[config.mk]
export PLATFORM = sky130hd
export DESIGN_NAME = dual_io_win_dec
export DESIGN_NICKNAME = d
export VERILOG_FILES = /design/src/rtl/diowd_pkg.sv /design/src/rtl/diowd_regs.sv /design/src/rtl/diowd_cmp.sv /design/src/rtl/diowd_sel.sv /design/src/rtl/dual_io_win_dec.sv
export SDC_FILE = /design/constraint.sdc
export NUM_CORES = 1
export LEC_CHECK = 0
export ABC_AREA = 1
export BUFFER_PORTS_ARGS = -buffer_cell sky130_fd_sc_hd__buf_2
export CELL_PAD_IN_SITES_DETAIL_PLACEMENT = 0
export CELL_PAD_IN_SITES_GLOBAL_PLACEMENT = 2
export CORE_MARGIN = 4
export CORE_UTILIZATION = 36
export CTS_BUF_LIST = sky130_fd_sc_hd__clkbuf_8 sky130_fd_sc_hd__clkbuf_16
export DETAILED_ROUTE_END_ITERATION = 10
export HOLD_SLACK_MARGIN = 0.15
export PLACE_DENSITY_LB_ADDON = 0.1
export RECOVER_POWER = 25
export SLEW_MARGIN = 20
export SYNTH_ARGS = -nofsm -noshare
export SYNTH_HDL_FRONTEND = slang
export SYNTH_HIERARCHICAL = 1
export SYNTH_SLANG_ARGS = --single-unit
[constraint.sdc]
create_clock -name clk_i -period 4.65 [get_ports clk_i]
set_input_delay 1.1625 -clock clk_i [delete_from_list [all_inputs] [get_ports clk_i]]
set_output_delay 1.1625 -clock clk_i [all_outputs]
set_load 0.02 [all_outputs]
[src/rtl/diowd_pkg.sv]
package diowd_pkg;
  localparam int DATA_W      = 8;
  localparam int ADDR_W      = 2 * DATA_W;
  localparam int NUM_WIN     = 2;
  localparam int NIB_W       = 4;
  localparam int BYTES_PER_W = 4;
  localparam int WIN_IDX_W   = (NUM_WIN > 1) ? $clog2(NUM_WIN) : 1;
  localparam int IDX_ENA     = 6;
  localparam int IDX_CTRL    = 7;
  localparam int IDX_WBASE   = 8;
  localparam int ENA_LSB     = 6;

  typedef struct packed {
    logic tset;
    logic zws;
    logic follow;
    logic w16;
  } win_attr_t;
endpackage

[src/rtl/diowd_regs.sv]
module diowd_regs
  import diowd_pkg::*;
#(
  parameter int IDX_W = 6
) (
  input  logic                              clk_i,
  input  logic                              rst_ni,
  input  logic                              we_i,
  input  logic [IDX_W-1:0]                  idx_i,
  input  logic [DATA_W-1:0]                 wdata_i,
  output logic [NUM_WIN-1:0][ADDR_W-1:0]    start_o,
  output logic [NUM_WIN-1:0][ADDR_W-1:0]    stop_o,
  output logic [NUM_WIN-1:0]                en_o,
  output win_attr_t [NUM_WIN-1:0]           attr_o
);
  logic [DATA_W-1:0]  ctrl_q;
  logic [NUM_WIN-1:0] ena_q;

  always_ff @(posedge clk_i) begin
    if (!rst_ni) begin
      ctrl_q <= '0;
      ena_q  <= '0;
    end else if (we_i) begin
      if (idx_i == IDX_W'(IDX_CTRL)) ctrl_q <= wdata_i;
      if (idx_i == IDX_W'(IDX_ENA))  ena_q  <= wdata_i[ENA_LSB +: NUM_WIN];
    end
  end

  assign en_o = ena_q;

  for (genvar w = 0; w < NUM_WIN; w++) begin : g_win
    logic [BYTES_PER_W-1:0][DATA_W-1:0] bytes_q;
    for (genvar b = 0; b < BYTES_PER_W; b++) begin : g_byte
      localparam int MY_IDX = IDX_WBASE + BYTES_PER_W * w + b;
      always_ff @(posedge clk_i) begin
        if (!rst_ni)
          bytes_q[b] <= '0;
        else if (we_i && idx_i == IDX_W'(MY_IDX))
          bytes_q[b] <= wdata_i;
      end
    end
    assign start_o[w] = {bytes_q[1], bytes_q[0]};
    assign stop_o[w]  = {bytes_q[3], bytes_q[2]};
    assign attr_o[w]  = win_attr_t'(ctrl_q[w*NIB_W +: NIB_W]);
  end
endmodule

[src/rtl/diowd_cmp.sv]
module diowd_cmp
  import diowd_pkg::*;
(
  input  logic [ADDR_W-1:0] addr_i,
  input  logic [ADDR_W-1:0] start_i,
  input  logic [ADDR_W-1:0] stop_i,
  input  logic              act_i,
  output logic              match_o
);
  logic above_start;
  logic below_stop;

  assign above_start = (addr_i >= start_i);
  assign below_stop  = (addr_i <= stop_i);
  assign match_o     = act_i && above_start && below_stop;
endmodule

[src/rtl/diowd_sel.sv]
module diowd_sel
  import diowd_pkg::*;
(
  input  logic [NUM_WIN-1:0]      match_i,
  input  win_attr_t [NUM_WIN-1:0] attr_i,
  input  logic                    iocs16_i,
  output logic                    hit_o,
  output logic [WIN_IDX_W-1:0]    idx_o,
  output logic                    wide_o,
  output logic                    zws_o,
  output logic                    tset_o
);
  win_attr_t pick;

  always_comb begin
    hit_o = 1'b0;
    idx_o = '0;
    pick  = '0;
    for (int w = NUM_WIN - 1; w >= 0; w--) begin
      if (match_i[w]) begin
        hit_o = 1'b1;
        idx_o = WIN_IDX_W'(w);
        pick  = attr_i[w];
      end
    end
  end

  assign wide_o = hit_o && (pick.follow ? iocs16_i : pick.w16);
  assign zws_o  = hit_o && pick.zws;
  assign tset_o = hit_o && pick.tset;
endmodule

[src/rtl/dual_io_win_dec.sv]
module dual_io_win_dec
  import diowd_pkg::*;
#(
  parameter int IDX_W = 6
) (
  input  logic              clk_i,
  input  logic              rst_ni,
  input  logic              reg_we_i,
  input  logic [IDX_W-1:0]  reg_idx_i,
  input  logic [7:0]        reg_wdata_i,
  input  logic [15:0]       io_addr_i,
  input  logic              io_strb_i,
  input  logic              iocs16_i,
  output logic              hit_o,
  output logic              win_o,
  output logic              wide_o,
  output logic              zws_o,
  output logic              tset_o
);
  logic [NUM_WIN-1:0][ADDR_W-1:0] start_w;
  logic [NUM_WIN-1:0][ADDR_W-1:0] stop_w;
  logic [NUM_WIN-1:0]             win_en_w;
  win_attr_t [NUM_WIN-1:0]        attr_w;
  logic [NUM_WIN-1:0]             match_w;
  logic                           hit_d, wide_d, zws_d, tset_d;
  logic [WIN_IDX_W-1:0]           idx_d;

  diowd_regs #(.IDX_W(IDX_W)) regs_i (
    .clk_i   (clk_i),
    .rst_ni  (rst_ni),
    .we_i    (reg_we_i),
    .idx_i   (reg_idx_i),
    .wdata_i (reg_wdata_i),
    .start_o (start_w),
    .stop_o  (stop_w),
    .en_o    (win_en_w),
    .attr_o  (attr_w)
  );

  for (genvar w = 0; w < NUM_WIN; w++) begin : g_cmp
    diowd_cmp cmp_i (
      .addr_i  (io_addr_i),
      .start_i (start_w[w]),
      .stop_i  (stop_w[w]),
      .act_i   (io_strb_i && win_en_w[w]),
      .match_o (match_w[w])
    );
  end

  diowd_sel sel_i (
    .match_i  (match_w),
    .attr_i   (attr_w),
    .iocs16_i (iocs16_i),
    .hit_o    (hit_d),
    .idx_o    (idx_d),
    .wide_o   (wide_d),
    .zws_o    (zws_d),
    .tset_o   (tset_d)
  );

  always_ff @(posedge clk_i) begin
    if (!rst_ni) begin
      hit_o  <= 1'b0;
      win_o  <= 1'b0;
      wide_o <= 1'b0;
      zws_o  <= 1'b0;
      tset_o <= 1'b0;
    end else begin
      hit_o  <= hit_d;
      win_o  <= idx_d[0];
      wide_o <= wide_d;
      zws_o  <= zws_d;
      tset_o <= tset_d;
    end
  end
endmodule

==> impl_metrics.csv <==
group,metric,value,unit
clock_network,cts_tree,"built",
clock_network,clockRootBuffer,"clkbuf_16",
place,dp_slack,1.473,ns
pwr,switching_share,26.57,%
floorplanning,coreArea,13350,sq um
synth,synth_area,4946,sq um
floorplanning,start_util,37.05,%
sta,fin_ws,1.836,ns
clock_network,numCtsBuffers,9,
synth,ys_ff_latch,79,
detailed_routing,avgRoutedWirePerCell,14.80,microns
sta,fin_crit_sh,60.51,%
global_route,antenna_found_initial,0,
sta,fmaxAchievable,355.4,MHz
floorplanning,pin_count,40,
clock_network,post_cts_buffers,0,
worst_setup_path,cp_data_required_time,4.90,ns
clock_network,holdBufCountCts,0,
layout,drive_above_1_share,8.105,%
sta,max-slew-margin-rel,6.012,%
synth,synthDistinctLibCells,23,
worst_setup_path,worstPathArrival,3.06,ns
sta,final_max_slew_viol_count,0,
worst_setup_path,r2r_cells,19,
synth,synth_seq_area_share,31.98,%
pwr,p_clk_share,45.2,%
place,port-buffer-count,39,
sta,setup_viol,0,
layout,multiInputGateArea,2868,sq um
layout,fillers,1461,
sta,finalHoldViolations,0,
place,placed_area,5293,sq um
job,drv_cap,0,
clock_network,path_clk_slew,0.06,ns
floorplanning,die_x,125.2,microns
global_route,grt_pass1_vias,4430,
global_route,grt_pass1_wl,23.45,mm
run_status,status,"completed",
worst_hold_path,worstHoldPathType,"register to register",
detailed_routing,drtIter0Drc,266,
layout,syn_to_final_growth,12.75,%
pwr,vdd_ir_drop_max,0.0001665,V
clock_network,clock-sinks,79,
worst_hold_path,whs_path_depth,2,
clock_network,clockBufferDepth,2,
worst_setup_path,cp_max_fo,8,
synth,syn_nets,862,
synth,yosysWarnings,6,
sta,finClkSkew,0.006006,ns
pwr,p_seq_share,42.8,%
sta,worst_pin_slew,1.405,ns
detailed_routing,routed_wirelength,14.47,mm
sta,final.setup.tns,0,ns
global_route,grt-ovfl-total,0,
place,gp_congestion,0.8101,
detailed_routing,drtAntennaViolNets,0,
detailed_routing,drc,0,
layout,layout.area.seq,1582,sq um
detailed_routing,via_per_inst,4.719,
pwr,power.static_leakage,2.453,nW
clock_network,post_cts_resized,0,
sta,rsz0062_at_grt,"no",
global_route,grt_usage,19.01,%
synth,avgSynthCellArea,6.482,sq um
floorplanning,fp.dieH,125.2,microns
pwr,internal_power,1.173,mW
pwr,p_per_area,286.4,nW/um^2
layout,antenna_cells,0,
sta,period_needed,2.814,ns
clock_network,htreeDepth,3,
layout,final_area,5577,sq um
pwr,p_comb_share,12.0,%
place,hpwl,10.47,mm
global_route,grt_max_degree,44,
floorplanning,die_area,15680,sq um
pwr,p_sw,0.4244,mW
sta,holdWs,0.4811,ns
worst_setup_path,cp-end-kind,"register",
worst_setup_path,criticalPathCategory,"input port to register",
clock_network,clock_latency,0.35,ns
synth,synth_cells,763,
detailed_routing,drt-pass1-iter-count,4,
worst_setup_path,startpoint_type,"input port",
layout,nets,896,
detailed_routing,routed-via-count,4615,
floorplanning,num_rows,42,
-- worst max-delay path, cell delays in order --
cell and delay, ns:
buf_2 0.13, ha_1 0.29, nand2_1 0.08, nor2_1 0.11
nor2_1 0.05, nand2_1 0.05, nand2_1 0.05, nand2_1 0.09
nand2_1 0.06, nand2_1 0.05, nand2_1 0.04, nor2_1 0.41
inv_1 0.11, nand2_1 0.11, inv_2 0.05, nand2_1 0.06
nand2_1 0.05, nand2_1 0.06, inv_1 0.04
-- layout make-up --
| type | count | share of cell area, % |
|---|---|---|
| Clock buffer | 10 | 4.285 |
| Tap cell | 176 | 3.949 |
| Inverter | 106 | 7.135 |
| Sequential cell | 79 | 28.36 |
| Timing Repair Buffer | 42 | 3.747 |
| Clock inverter | 6 | 1.099 |
| Multi-Input combinational cell | 559 | 51.42 |
-- synth_stat cells --
| cell | n | share of area [%] |
|---|---|---|
| nor2_1 | 188 | 14 |
| or2_2 | 1 | 0.13 |
| ha_1 | 64 | 16 |
| buf_1 | 7 | 0.53 |
| nor3_4 | 1 | 0.33 |
| nor3_1 | 1 | 0.10 |
| nor2_2 | 3 | 0.38 |
| nand4_1 | 4 | 0.51 |
| o21a_2 | 2 | 0.35 |
| nand2_2 | 3 | 0.38 |
| a21oi_1 | 26 | 2.6 |
| buf_2 | 8 | 0.81 |
| inv_2 | 4 | 0.30 |
| a21oi_2 | 2 | 0.35 |
| dfxtp_1 | 79 | 32 |
| inv_1 | 94 | 7.1 |
| nand3_1 | 81 | 8.2 |
| o21ai_1 | 2 | 0.20 |
| nand2_1 | 174 | 13 |
| o21ai_0 | 5 | 0.51 |
| clkinv_1 | 8 | 0.61 |
| a21o_1 | 2 | 0.30 |
| buf_4 | 4 | 0.61 |
-- registers in the layout, summed over array words and instances (netlist names) --
signal,count
regs_i/start_o,32
regs_i/stop_o,32
regs_i/attr_o,8
regs_i/en_o,2
hit_o,1
tset_o,1
wide_o,1
win_o,1
zws_o,1
-- power by group through the flow --
stage	combinational, mW	clock (mW)	sequential (mW)
after CTS	0.195	0.741	0.684
after floorplan	0.123	0	0.698
final	0.191	0.722	0.684
after global routing	0.221	0.762	0.684
after detailed placement	0.194	0	0.699
after global placement	0.191	0	0.699
-- cell usage in the layout (no fill, tap or decap), drive strengths merged, types with 3 or more instances in the layout --
cell type	n
nor2	191
nand2	177
inv	99
nand3	81
dfxtp	79
ha	64
buf	35
a21oi	28
clkbuf	17
clkinv	9
o21ai	7
nand4	4
clkinvlp	3
-- per-layer routing --
layer	track usage (%)	vias to the layer above	routed length, microns
li1	-	2442	-
met2	30.69	103	6543
met3	2.601	9	844
met4	6.314	0	195
met5	0	-	0
met1	26.27	2061	6889
-- worst paths after layout --
check / start / end / slack [ns]
max reg2reg: regs_i/start_o[3] / tset_o / 2.42
max: io_addr_i[3] / tset_o / 1.84
min: regs_i/start_o[27] / regs_i/start_o[27] / 0.48
min reg2reg: regs_i/start_o[27] / regs_i/start_o[27] / 0.48
-- through the flow --
| step | util, % | cells | total power [mW] |
|---|---|---|---|
| final | 41.78 | 978 | 1.597 |
| after CTS | 41.90 | 978 | 1.619 |
| after detailed placement | 39.65 | 962 | 0.8926 |
| after floorplan | - | 763 | 0.8209 |
| after global routing | 41.78 | 978 | 1.667 |
| after global placement | 39.65 | 962 | 0.8896 |
-- cell families after synthesis --
logic type,count (synthesis),share of synthesized area (%)
and+or+nand+nor,456,37.49
DFF,79,31.98
adders and majority gates,64,16.19
AOI/OAI and AO/OA,39,4.351
buffers and inverters,125,9.993
Note: power is estimated with default switching activity, not from simulation.
